$ cat config.mk
export PLATFORM = sky130hd
export DESIGN_NAME = addr_latch_demux
export DESIGN_NICKNAME = d
export VERILOG_FILES = /design/src/rtl/addr_latch_pkg.sv /design/src/rtl/al_mode_dec.sv /design/src/rtl/al_addr_dec.sv /design/src/rtl/al_bit_cell.sv /design/src/rtl/addr_latch_demux.sv
export SDC_FILE = /design/constraint.sdc
export NUM_CORES = 1
export LEC_CHECK = 0
export CAP_MARGIN = 15
export CORE_AREA = 2 2 39 41
export CTS_BUF_LIST = sky130_fd_sc_hd__clkbuf_8
export DETAILED_ROUTE_END_ITERATION = 16
export DIE_AREA = 0 0 41 43
export RECOVER_POWER = 100
export SLEW_MARGIN = 20
export SYNTH_ARGS = -nofsm -noshare
export SYNTH_HDL_FRONTEND = slang
export SYNTH_SLANG_ARGS = --single-unit
$ cat constraint.sdc
create_clock -name clk -period 0.95 [get_ports clk]
set_input_delay 0.095 -clock clk [delete_from_list [all_inputs] [get_ports clk]]
set_output_delay 0.095 -clock clk [all_outputs]
set_load 0.01 [all_outputs]
$ cat src/rtl/addr_latch_pkg.sv
package addr_latch_pkg;
  typedef enum logic [1:0] {
    MODE_LATCH = 2'd0,
    MODE_HOLD  = 2'd1,
    MODE_DEMUX = 2'd2,
    MODE_CLEAR = 2'd3
  } mode_e;
endpackage

$ cat src/rtl/al_mode_dec.sv
module al_mode_dec
  import addr_latch_pkg::*;
(
  input  logic  en_n,
  input  logic  clr_n,
  output mode_e mode
);
  always_comb begin
    unique case ({en_n, clr_n})
      2'b01:   mode = MODE_LATCH;
      2'b11:   mode = MODE_HOLD;
      2'b00:   mode = MODE_DEMUX;
      default: mode = MODE_CLEAR;
    endcase
  end
endmodule

$ cat src/rtl/al_addr_dec.sv
module al_addr_dec #(
  parameter int N = 3
) (
  input  logic [N-1:0]      sel,
  output logic [(1<<N)-1:0] hit
);
  localparam int W = 1 << N;

  for (genvar i = 0; i < W; i++) begin : g_hit
    localparam logic [N-1:0] IDX = i;
    assign hit[i] = (sel == IDX);
  end
endmodule

$ cat src/rtl/al_bit_cell.sv
module al_bit_cell
  import addr_latch_pkg::*;
(
  input  logic  clk,
  input  logic  rst,
  input  mode_e mode,
  input  logic  hit,
  input  logic  din,
  output logic  q
);
  logic q_nxt;

  always_comb begin
    unique case (mode)
      MODE_LATCH: q_nxt = hit ? din : q;
      MODE_HOLD:  q_nxt = q;
      MODE_DEMUX: q_nxt = hit & din;
      default:    q_nxt = 1'b0;
    endcase
  end

  always_ff @(posedge clk) begin
    if (rst) q <= 1'b0;
    else     q <= q_nxt;
  end
endmodule

$ cat src/rtl/addr_latch_demux.sv
module addr_latch_demux
  import addr_latch_pkg::*;
#(
  parameter int N = 3
) (
  input  logic              clk,
  input  logic              rst,
  input  logic              din,
  input  logic [N-1:0]      sel,
  input  logic              en_n,
  input  logic              clr_n,
  output logic [(1<<N)-1:0] q
);
  localparam int W = 1 << N;

  mode_e        mode;
  logic [W-1:0] hit;

  al_mode_dec u_mode (
    .en_n  (en_n),
    .clr_n (clr_n),
    .mode  (mode)
  );

  al_addr_dec #(.N(N)) u_addr (
    .sel (sel),
    .hit (hit)
  );

  for (genvar i = 0; i < W; i++) begin : g_cell
    al_bit_cell u_cell (
      .clk  (clk),
      .rst  (rst),
      .mode (mode),
      .hit  (hit[i]),
      .din  (din),
      .q    (q[i])
    );
  end
endmodule

# ---- Word level (Yosys, flattened, before mapping)
# Cells that the tools add are included.
dict set report op_classes {
  bitwise_logic 9
  reduce_logical 11
  muxes 17
  eq_ne 19
}
# operator n
set op_table {}
lappend op_table {{$pmux 1 s3} 8}
lappend op_table {{$ne 2x1->1 const B} 8}
lappend op_table {{$reduce_and 2->1} 8}
lappend op_table {{$eq 3x3->1 const B} 4}
lappend op_table {{$and 1x1->1} 8}
lappend op_table {{$mux 1} 8}
lappend op_table {{$eq 3x2->1 const B} 2}
lappend op_table {{$pmux 2 s3} 1}
lappend op_table {{$eq 2x1->1 const B} 2}
lappend op_table {{$eq 2x2->1 const B} 2}
lappend op_table {{$logic_not 2->1} 2}
lappend op_table {{$eq 3x1->1 const B} 1}
lappend op_table {{$logic_not 3->1} 1}
lappend op_table {{$not 1->1} 1}
dict set report word_totals {
  inputBits 8
  reg_bits 8
  word_cells 64
}

# ---- Logic depth before layout (Yosys ltp)
dict set report depth {
  ltp_word 5
  mapped_depth 3
}

# ---- Hierarchy
# A second synthesis with hierarchy kept.
dict set report unflattened {
  cells_unflattened 50
  area_unflattened_um2 503.0
}
# module area_per_inst_um2 cells_each n_inst
set modules_own_cells {}
lappend modules_own_cells {al_bit_cell 53.8 5 8}
lappend modules_own_cells {al_addr_dec 65.1 8 1}
lappend modules_own_cells {al_mode_dec 7.5 2 1}

# ---- Worst setup path after synthesis
# OpenSTA, ideal clock, no wires.
dict set report synth_timing {
  kind {input port to flip-flop}
  from {input sel[1]}
  to {register g_cell[1].u_cell.q}
  path_buffers 0
  arrival_ns 0.629
  stages 2
  setup_slack_ns 0.249
  required_time_ns 0.878
  path_cell_list {nor4b_1 -> mux2i_1}
}
dict set report synth_between {
  elab_chain_len 3
}
# element line
set synth_rtl {}
lappend synth_rtl {{from (decl)} addr_latch_demux.sv:9} ;# input logic [N-1:0] sel,
lappend synth_rtl {{$eq 3x1->1 (*)} al_addr_dec.sv:11} ;# assign hit[i] = (sel == IDX);
lappend synth_rtl {{$and 1x1->1 or $ne 2x1->1 (tied branches)} -}
lappend synth_rtl {{$pmux 1 s3 or $reduce_and 2->1 (tied branches)} -}
lappend synth_rtl {{to (signal assigned)} al_bit_cell.sv:24} ;# else q <= q_nxt;
lappend synth_rtl {{to (decl)} al_bit_cell.sv:9} ;# output logic q
# Every way passes the cells marked *; elsewhere a longest branch is shown, timed or not.
# A chain may end at the register's enable or synchronous reset.

# ---- Worst setup path in the final report
dict set report layout_timing {
  from {register g_cell[2].u_cell.q}
  to {output q[2]}
}
# element line
set layout_lines {}
lappend layout_lines {{from (decl)} al_bit_cell.sv:9}
lappend layout_lines {{from (signal assigned)} al_bit_cell.sv:24}
lappend layout_lines {{to (decl)} addr_latch_demux.sv:12} ;# output logic [(1<<N)-1:0] q
# No word-level cell between the ends.

==> summary.txt <==
status = completed
Slew HR = 77.2%
Leak = 0.255 nW
GR Util met3 = 6.28%
H-Tree Depth = 1
Routed WL per cell = 12.5 um
post-synthesis instance total = 43
CP required = 0.85 ns
Top delay family on crit path = flip-flops
largest cells by area after synthesis = dfxtp_1, mux2i_1, buf_4
crit-path cells = dlygate4sd2_1
HP Class = primary input to flip-flop
RSZ-0062 raised after global routing = no
Synth top cells by count = buf_4, dfxtp_1, mux2i_1, nand3b_1, nor4b_1
Post-synth EDFFs = 0
Hold Crit Start = sel[1]
CP peak stage delay = 0.32 ns
Antenna Nets Post-Route = 0
Yosys cell types = 12
initial antenna violation count = 0
ANT cells = 0
Top Usage Layer GRT = met1
Register Area = 160 um2
core region area = 1380 um2
dpl ws = -0.386 ns
Max Clock Freq = 1100 MHz
Die Footprint = 1760 um2
Starting DRT DRC Count = 4
Syn Area/Cell = 10.6 um2
Slew Viols, Final = 0
I/O Pins = 16
Overflow after GRT = 0
Setup crit end kind = output port
Largest regs = g_cell.u_cell.q x8
top cell type's share of synthesized area = 35.3%
hold path depth = 3
multi-input logic area = 253 um2
Worst Path Class, Setup = flip-flop to output port
DRT Pass-1 Iters = 3
Final Setup Violations = 0
Async S/R FF share, synth = 0%
Hold EP = g_cell[7].u_cell.q
Initial Utilization = 32.8%
worst reg2reg path endpoint = g_cell[4].u_cell.q
Ys Warns = 0
GR Util met1 = 17.2%
total number of vias = 347
hold buffers post-CTS = 0
root buffer cell = clkbuf_8
Hold Vio Cnt, Final = 0
detailed placement HPWL = 591 um
IO Port Bufs = 15
CTS tree = built
PwrDens = 1330 nW/um2
R2R Path Start = g_cell[4].u_cell.q
CTS Buf Count = 3
CP max-delay cell = dfxtp_1
Die Y = 43 um
DR DRC count = 0
Tcrit/Tclk final = 95.7%
PostCTS Resize Cnt = 14
area leader, netlist = dfxtp_1
WL final = 889 um
predominant post-synthesis flop cell = dfxtp_1
Clock Skews = 0 ns
GR Util met2 = 14.7%
actual slew at the worst max-slew pin = 0.341 ns
flop2flop setup slack = 0.35 ns
total global-route track usage = 12.8%
first-pass GRT wire length = 1440 um
final core utilization = 46.4%
number of flip-flops in the largest register = 8
P&R area growth vs syn = 41.3%
Critical Path AT = 0.81 ns
CP max FO = 2
syn_nets = 51
Setup Buffers After CTS = 0
vias per std cell = 4.89
Most flops, register = g_cell.u_cell.q
Design Power = 0.000855 W
clk buf depth = 2
layout cell share with drive strength beyond 1 = 21.8%
largest net degree at the start of global routing = 9
post-layout min period = 0.909 ns
die width = 41 um
worst vdd ir = 681 uV
Worst-path clk slew = 0.04 ns
register area share after synthesis = 35.3%
Max-Cap Viols = 0
number of global-route vias before repair = 339
Critical path buffers and inverters = 1
FF+latch count, synth = 8
FP Rows = 14
Final nets = 65
Fillers = 143
Mapped Area = 454 um2
Clock Latency Late Sink = 0.23 ns
final worst slack = 0.0412 ns
Clock Sinks = 8
reg2reg path depth = 2
Worst Setup Start Kind = flip-flop
GP Congestion = 0.647
metal layers:
metal  wire, um  vias up  share of wire (%)
met5          0        -                  0
met4         11        0                1.2
met3         69        2                7.8
met2        355       12                 40
met1        452      157                 51
li1           -      176                  -
through the flow:
stage | instances | instance area, um2 | hold WS (ns) | TNS [ns]
3_3_place_gp | 68 | 586 | 0.473 | -2.54
6_report | 71 | 642 | 0.463 | 0
5_1_grt | 71 | 642 | 0.486 | 0
3_5_place_dp | 68 | 586 | 0.479 | -2.54
4_1_cts | 71 | 627 | 0.438 | 0
2_1_floorplan | 43 | 454 | 0.280 | 0
worst max-delay path by stage:
stage | to | depth (start not counted) | startpoint
final | q[2] | 1 | g_cell[2].u_cell.q
after global routing | q[0] | 1 | g_cell[0].u_cell.q
after CTS | q[4] | 1 | g_cell[4].u_cell.q
after detailed placement | g_cell[4].u_cell.q | 3 | sel[2]
after global placement | g_cell[2].u_cell.q | 3 | sel[1]
after floorplan | g_cell[1].u_cell.q | 2 | sel[1]
placed cells by master, fill, tap and decap left out, types with 2 or more instances in the layout:
| master | synthesis | routed |
|---|---|---|
| clkbuf_8 | 0 | 3 |
| clkdlybuf4s50_1 | 0 | 3 |
| mux2i_1 | 8 | 8 |
| nor4b_2 | 0 | 2 |
| and4bb_2 | 2 | 2 |
| dlygate4sd2_1 | 0 | 8 |
| clkdlybuf4s15_1 | 0 | 4 |
| buf_4 | 8 | 2 |
| dfxtp_1 | 8 | 8 |
| nand3b_1 | 8 | 8 |
cell type report:
cell class	instances	area share [%]
multi-input combinational	25	39.4
timing repair buffer	19	26.1
sequential	8	25.0
clock buffer	3	6.43
tap	16	3.12
cell families (layout without fill, tap and decap cells):
kind of cell / count (synthesis) / count (layout) / synth area share, %
mux: 8 / 8 / 17.6
buf+inv: 10 / 22 / 15.2
flops: 8 / 8 / 35.3
simple gates: 17 / 17 / 32.0
power breakdown:
group          total (W)  internal (W)  switching, W
logic           0.000106     0.0000582     0.0000479
clock network   0.000404      0.000274      0.000130
registers       0.000345      0.000342    0.00000233
total           0.000855      0.000675      0.000180
Note: power is estimated with default switching activity, not from simulation.
